<file path="src/rtl/trs_pkg.sv">
package trs_pkg;

    // Flags that travel with each conditioned word.
    typedef struct packed {
        logic found;
        logic sav;
        logic eav;
    } trs_flags_t;

    localparam trs_flags_t TRS_FLAGS_NONE = '{found: 1'b0, sav: 1'b0, eav: 1'b0};

endpackage

</file>
<file path="src/rtl/trs_widen.sv">
// Places an eight-bit word in the upper lanes of the full-width word.
module trs_widen #(
    parameter int DATA_W   = 10,
    parameter int NARROW_W = 8
) (
    input  logic [DATA_W-1:0] raw_i,
    input  logic              narrow_i,
    output logic [DATA_W-1:0] wide_o
);
    localparam int PAD_W = DATA_W - NARROW_W;

    generate
        if (PAD_W == 0) begin : g_same_width
            logic unused_narrow;
            assign unused_narrow = narrow_i;
            assign wide_o = raw_i;
        end else begin : g_pad_low
            always_comb begin
                if (narrow_i) begin
                    wide_o = {raw_i[DATA_W-1:PAD_W], {PAD_W{1'b0}}};
                end else begin
                    wide_o = raw_i;
                end
            end
        end
    endgenerate

endmodule

</file>
<file path="src/rtl/trs_clip.sv">
// Folds values that lie near either reserved limit onto the limit itself.
module trs_clip #(
    parameter int DATA_W    = 10,
    parameter int CLIP_SPAN = 4
) (
    input  logic [DATA_W-1:0] word_i,
    input  logic              enable_i,
    output logic [DATA_W-1:0] word_o
);
    localparam logic [DATA_W-1:0] TOP_VAL  = '1;
    localparam logic [DATA_W-1:0] LOW_LIM  = DATA_W'(CLIP_SPAN - 1);
    localparam logic [DATA_W-1:0] HIGH_LIM = TOP_VAL - DATA_W'(CLIP_SPAN - 1);

    always_comb begin
        word_o = word_i;
        if (enable_i) begin
            if (word_i <= LOW_LIM) begin
                word_o = '0;
            end else if (word_i >= HIGH_LIM) begin
                word_o = TOP_VAL;
            end
        end
    end

endmodule

</file>
<file path="src/rtl/trs_detect.sv">
// Keeps the last three conditioned words and recognises the preamble
// (all ones, then zeros) in front of the word currently presented.
module trs_detect
    import trs_pkg::*;
#(
    parameter int DATA_W = 10,
    parameter int ID_BIT = 4
) (
    input  logic              clk_i,
    input  logic              rst_ni,
    input  logic [DATA_W-1:0] word_i,
    input  logic              enable_i,
    output trs_flags_t        flags_o
);
    localparam int PRE_LEN = 3;
    localparam logic [DATA_W-1:0] ONES = '1;

    typedef struct packed {
        logic [PRE_LEN-1:0][DATA_W-1:0] hist;
    } det_state_t;

    det_state_t st_d, st_q;
    logic       pre_ok;

    always_comb begin
        st_d = st_q;
        st_d.hist[0] = word_i;
        for (int k = 1; k < PRE_LEN; k++) begin
            st_d.hist[k] = st_q.hist[k-1];
        end

        pre_ok = (st_q.hist[PRE_LEN-1] == ONES);
        for (int k = 0; k < PRE_LEN - 1; k++) begin
            if (st_q.hist[k] != '0) begin
                pre_ok = 1'b0;
            end
        end

        flags_o       = TRS_FLAGS_NONE;
        flags_o.found = enable_i && pre_ok;
        flags_o.sav   = flags_o.found && !word_i[ID_BIT];
        flags_o.eav   = flags_o.found &&  word_i[ID_BIT];
    end

    always_ff @(posedge clk_i or negedge rst_ni) begin
        if (!rst_ni) begin
            st_q <= '0;
        end else begin
            st_q <= st_d;
        end
    end

    // a found flag implies the first preamble word arrived three words back.
    assert_preamble_head_R7: assert property (@(posedge clk_i) disable iff (!rst_ni)
        flags_o.found |-> ($past(word_i, PRE_LEN) == ONES));

    // detection never reports while disabled for the current word.
    assert_enable_gate_R5: assert property (@(posedge clk_i) disable iff (!rst_ni)
        !enable_i |-> !flags_o.found);

endmodule

</file>
<file path="src/rtl/trs_conditioner.sv">
module trs_conditioner
    import trs_pkg::*;
#(
    parameter int DATA_W    = 10,
    parameter int NARROW_W  = 8,
    parameter int CLIP_SPAN = 4,
    parameter int ID_BIT    = 4
) (
    input  logic              clk_i,
    input  logic              rst_ni,
    input  logic [DATA_W-1:0] word_i,
    input  logic              narrow_mode_i,
    input  logic              detect_en_ni,
    output logic [DATA_W-1:0] word_o,
    output logic              trs_found_o,
    output logic              sav_o,
    output logic              eav_o
);
    localparam logic [DATA_W-1:0] TOP_VAL  = '1;
    localparam logic [DATA_W-1:0] LOW_LIM  = DATA_W'(CLIP_SPAN - 1);
    localparam logic [DATA_W-1:0] HIGH_LIM = TOP_VAL - DATA_W'(CLIP_SPAN - 1);

    typedef struct packed {
        logic [DATA_W-1:0] s1_word;
        logic              s1_en;
        logic [DATA_W-1:0] out_word;
        logic              out_en;
        trs_flags_t        flags;
        logic [1:0]        prime;
    } cond_state_t;

    cond_state_t       st_d, st_q;
    logic [DATA_W-1:0] wide_word;
    logic [DATA_W-1:0] cond_word;
    logic              det_on;
    trs_flags_t        det_flags;

    assign det_on = !detect_en_ni;

    trs_widen #(
        .DATA_W   (DATA_W),
        .NARROW_W (NARROW_W)
    ) u_widen (
        .raw_i    (word_i),
        .narrow_i (narrow_mode_i),
        .wide_o   (wide_word)
    );

    trs_clip #(
        .DATA_W    (DATA_W),
        .CLIP_SPAN (CLIP_SPAN)
    ) u_clip (
        .word_i   (wide_word),
        .enable_i (det_on),
        .word_o   (cond_word)
    );

    trs_detect #(
        .DATA_W (DATA_W),
        .ID_BIT (ID_BIT)
    ) u_detect (
        .clk_i    (clk_i),
        .rst_ni   (rst_ni),
        .word_i   (st_q.s1_word),
        .enable_i (st_q.s1_en),
        .flags_o  (det_flags)
    );

    always_comb begin
        st_d          = st_q;
        st_d.s1_word  = cond_word;
        st_d.s1_en    = det_on;
        st_d.out_word = st_q.s1_word;
        st_d.out_en   = st_q.s1_en;
        st_d.flags    = det_flags;
        st_d.prime    = {st_q.prime[0], 1'b1};
    end

    always_ff @(posedge clk_i or negedge rst_ni) begin
        if (!rst_ni) begin
            st_q <= '0;
        end else begin
            st_q <= st_d;
        end
    end

    assign word_o      = st_q.out_word;
    assign trs_found_o = st_q.flags.found;
    assign sav_o       = st_q.flags.sav;
    assign eav_o       = st_q.flags.eav;

    // two-edge latency from the clipper output to the port.
    assert_latency_R2: assert property (@(posedge clk_i) disable iff (!rst_ni)
        (st_q.prime == 2'b11) |-> (word_o == $past(cond_word, 2)));

    // with detection on, nothing in the low clip window survives.
    assert_clip_low_R3: assert property (@(posedge clk_i) disable iff (!rst_ni)
        (st_q.out_en && word_o != '0) |-> (word_o > LOW_LIM));

    // with detection on, nothing in the high clip window survives.
    assert_clip_high_R4: assert property (@(posedge clk_i) disable iff (!rst_ni)
        (st_q.out_en && word_o != TOP_VAL) |-> (word_o < HIGH_LIM));

    // a word that passed with detection off carries no flag.
    assert_bypass_quiet_R5: assert property (@(posedge clk_i) disable iff (!rst_ni)
        !st_q.out_en |-> !(trs_found_o || sav_o || eav_o));

    // narrow words leave with zero low bits unless folded to all ones.
    assert_narrow_pad_R6: assert property (@(posedge clk_i) disable iff (!rst_ni)
        (st_q.prime == 2'b11 && $past(narrow_mode_i, 2) && word_o != TOP_VAL)
        |-> (word_o[DATA_W-NARROW_W-1:0] == '0));

    // marker type only with a found flag, and exclusive.
    assert_marker_excl_R8: assert property (@(posedge clk_i) disable iff (!rst_ni)
        (sav_o || eav_o) |-> (trs_found_o && !(sav_o && eav_o)));

    // marker type follows the identifying bit of the output word.
    assert_marker_bit_R8: assert property (@(posedge clk_i) disable iff (!rst_ni)
        trs_found_o |-> (eav_o == word_o[ID_BIT]));

    // a found flag is never followed directly by another.
    assert_flag_gap_R10: assert property (@(posedge clk_i) disable iff (!rst_ni)
        trs_found_o |=> !trs_found_o);

endmodule

</file>
<file path="config.mk">
export PLATFORM = sky130hd
export DESIGN_NAME = trs_conditioner
export DESIGN_NICKNAME = d
export VERILOG_FILES = /design/src/rtl/trs_pkg.sv /design/src/rtl/trs_widen.sv /design/src/rtl/trs_clip.sv /design/src/rtl/trs_detect.sv /design/src/rtl/trs_conditioner.sv
export SDC_FILE = /design/constraint.sdc
export NUM_CORES = 1
export LEC_CHECK = 0
export ABC_AREA = 1
export BUFFER_PORTS_ARGS = -buffer_cell sky130_fd_sc_hd__buf_2
export CAP_MARGIN = 0
export CORE_AREA = 2 2 76 42
export DETAILED_ROUTE_END_ITERATION = 7
export DIE_AREA = 0 0 78 44
export PLACE_DENSITY = 0.79
export SLEW_MARGIN = 10
export SYNTH_ARGS = -nofsm -noshare
export SYNTH_HDL_FRONTEND = slang
export SYNTH_SLANG_ARGS = --single-unit
export TNS_END_PERCENT = 5
</file>
<file path="constraint.sdc">
create_clock -name clk_i -period 2.9 [get_ports clk_i]
set_clock_uncertainty 0.05 [all_clocks]
set_input_delay 0.29 -clock clk_i [delete_from_list [all_inputs] [get_ports clk_i]]
set_output_delay 0.29 -clock clk_i [all_outputs]
set_load 0.02 [all_outputs]
</file>
==> metrics.csv <==
stage,metric,value,unit
sta,fin_crit_sh,41.3,%
global_routing,track_usage,14.5,%
critical_path,critPathMaxFanout,3,
global_routing,grt_max_degree,45,
run_status,outcome,finished clean,
global_routing,grt.met3_usage,8.75,%
job,cap_violations,0,
die,ioPinCount,27,
die,dieArea,0.00343,mm2
yosys,synth_most_common_cell,dfrtp_1,
cells_and_area,drive_gt1_share,22.7,%
yosys,synth_simple_gate_area_share,11.8,%
yosys,synth_cell_type_count,11,
critical_path,worst-path-buf-inv,1,
yosys,synth-adder-area-share,0,%
cells_and_area,final_area,0.00171,mm2
placement,dp.cells,186,
placement,place_ws,1800,ps
critical_path,crit_chain,buf_2,
cts,postCtsHoldBufs,0,
detailed_routing,viasPerCell,4.27,
critical_path,regToRegSetupSlack,1800,ps
sta,fin_setup_tns,0,ps
detailed_routing,dr.pass1.iters,4,
yosys,synth_edf_count,0,
critical_path,critical_path.startpoint,u_detect.st_d[16],
power_and_ir_drop,p_per_area,705,mW/mm2
global_routing,grt_use_met1,15.3,%
cells_and_area,syn2layout_area_growth,13.4,%
placement,dp_hpwl,1.56,mm
cells_and_area,utilization,60.9,%
sta,clock.fmax,834,MHz
cells_and_area,fin_nets,167,
die,rows,14,
yosys,synth_xor_area_share,0,%
cts,clock_latency,290,ps
cts,cts_tree,done,
die,die-width,78,um
cts,cts_resized,0,
critical_path,cp_data_arrival_time,860,ps
detailed_routing,wl,2.08,mm
yosys,synth_ff_type,dfrtp_1,
yosys,syn-instance-count,138,
sta,finalMaxSlewViolations,0,
placement,placed_area,0.00158,mm2
critical_path,start_kind,flop,
yosys,async_flop_share,100,%
worst_hold_path,hold_path.class,in2async,
sta,finalSetupViolCount,0,
critical_path,critPathRequiredTime,2560,ps
sta,final_hold_viol_count,0,
cts,postCtsSetupRepairBufs,0,
yosys,ys_seq_area_share,73.1,%
power_and_ir_drop,leakagePower,0.936,nW
power_and_ir_drop,finalPower,1.20,mW
global_routing,grtUsageMet2,22.9,%
die,start_util,53.8,%
yosys,synth_common_cells,"dfrtp_1 (44), inv_1 (30), nand2_1 (24)",
sta,setup_ws,1700,ps
detailed_routing,ant_nets,0,
global_routing,overflow,0,
sta,relSlewSlack,41.0,%
global_routing,grt_pass1_wl,3.34,mm
yosys,syn_nets,152,
sta,rsz0062_at_grt,no,
critical_path,crit_family,flip-flops,
cts,clk_pin_slew,80,ps
critical_path,critPathMaxStageDelay,410,ps
cts,cts_buffer_depth,2,
detailed_routing,avgRoutedWirePerCell,10.7,um
global_routing,antenna_found_initial,0,
cts,h-tree-depth,2,
yosys,synthTopCellsByArea,"dfrtp_1 (73%), inv_1 (7.5%), nand2_1 (6.0%)",
placement,port_buffers,26,
cts,cts.sinks,44,
placement,gp_congestion,0.748,
cells_and_area,antenna_cells,0,
power_and_ir_drop,ir_drop,0.374,mV
yosys,synth_compound_area_share,0.664,%
die,core-area,0.00280,mm2
cts,cts_root_buf,clkbuf_8,
detailed_routing,drt_iter0_drc,60,
sta,timing.final.crit_period,1200,ps
yosys,synthMuxAreaShare,0,%
die,die_y,44,um
detailed_routing,vias,828,
global_routing,grt_pass1_vias,812,
detailed_routing,drc,0,
cts,cts_buffers,5,
yosys,synth_top_family_by_area,buffers and inverters,
yosys,syn_area,0.00151,mm2
sta,hold_slack,67.7,ps
yosys,synth_top_area_cell,dfrtp_1,
critical_path,end_kind,output pin,
yosys,synth_warnings,0,
yosys,avgSynthCellArea,10.9,um2
yosys,ys_seq_elements,44,
sta,worst_pin_slew,885,ps
yosys,synth.top_cell.area_share,73.1,%
cells_and_area,instances_no_fill,194,
critical_path,r2r_start,u_detect.st_d[16],
critical_path,worst_path_max_delay_cell,dfrtp_1,
critical_path,crit_type,reg2out,
global_routing,grt_busiest_layer,met2,
-- final cells by class --
type / instances / area [um2]
timing repair buffer: 26 / 130
clock inverter: 1 / 30.0
tap: 40 / 50.0
fill: 231 / 1090
inverter: 30 / 113
sequential: 44 / 1100
multi-input combinational: 46 / 188
clock buffer: 7 / 96.3
-- kinds of logic after synthesis --
kind of cell,after synthesis
buffers and inverters,48
and+or+nand+nor,44
AOI/OAI and AO/OA,2
DFF,44
-- registers in the layout (all words and copies together), names as in the netlist --
signal / flops
sav_o: 1
st_d: 11
u_detect.st_q: 10
eav_o: 1
trs_found_o: 1
u_detect.st_d: 20
-- final timing paths --
check | cells past startpoint | end
min in group clk_i | 1 | st_d[14]
max in group asynchronous | 1 | u_detect.st_d[15]
worst min-delay path | 1 | eav_o
worst max register to register | 7 | sav_o
worst max-delay path | 1 | word_o[6]
worst min register to register | 0 | u_detect.st_d[12]
-- where the power goes --
part	leakage (nW)	switching (mW)	total [mW]	internal [mW]
logic	0.342	0.0404	0.0594	0.0190
clock network	0.0645	0.186	0.490	0.304
registers	0.530	0.0128	0.655	0.642
-- metal layers --
layer | routed length, um | share of wire (%) | vias to the layer above
li1 | - | - | 407
met1 | 876 | 42 | 393
met2 | 985 | 47 | 24
met3 | 171 | 8.2 | 4
met4 | 49 | 2.4 | 0
met5 | 0 | 0 | -
-- cells in the final DEF (no fill, tap or decap) --
| cell type | instances |
|---|---|
| nor3_2 | 1 |
| dfrtp_1 | 44 |
| buf_2 | 26 |
| nand3_1 | 2 |
| inv_1 | 30 |
| nor2_1 | 15 |
| clkbuf_8 | 7 |
| nand4_1 | 1 |
| a21oi_1 | 2 |
| nor3_1 | 1 |
| bufinv_16 | 1 |
| nand2_1 | 24 |
Note: power is estimated with default switching activity, not from simulation.
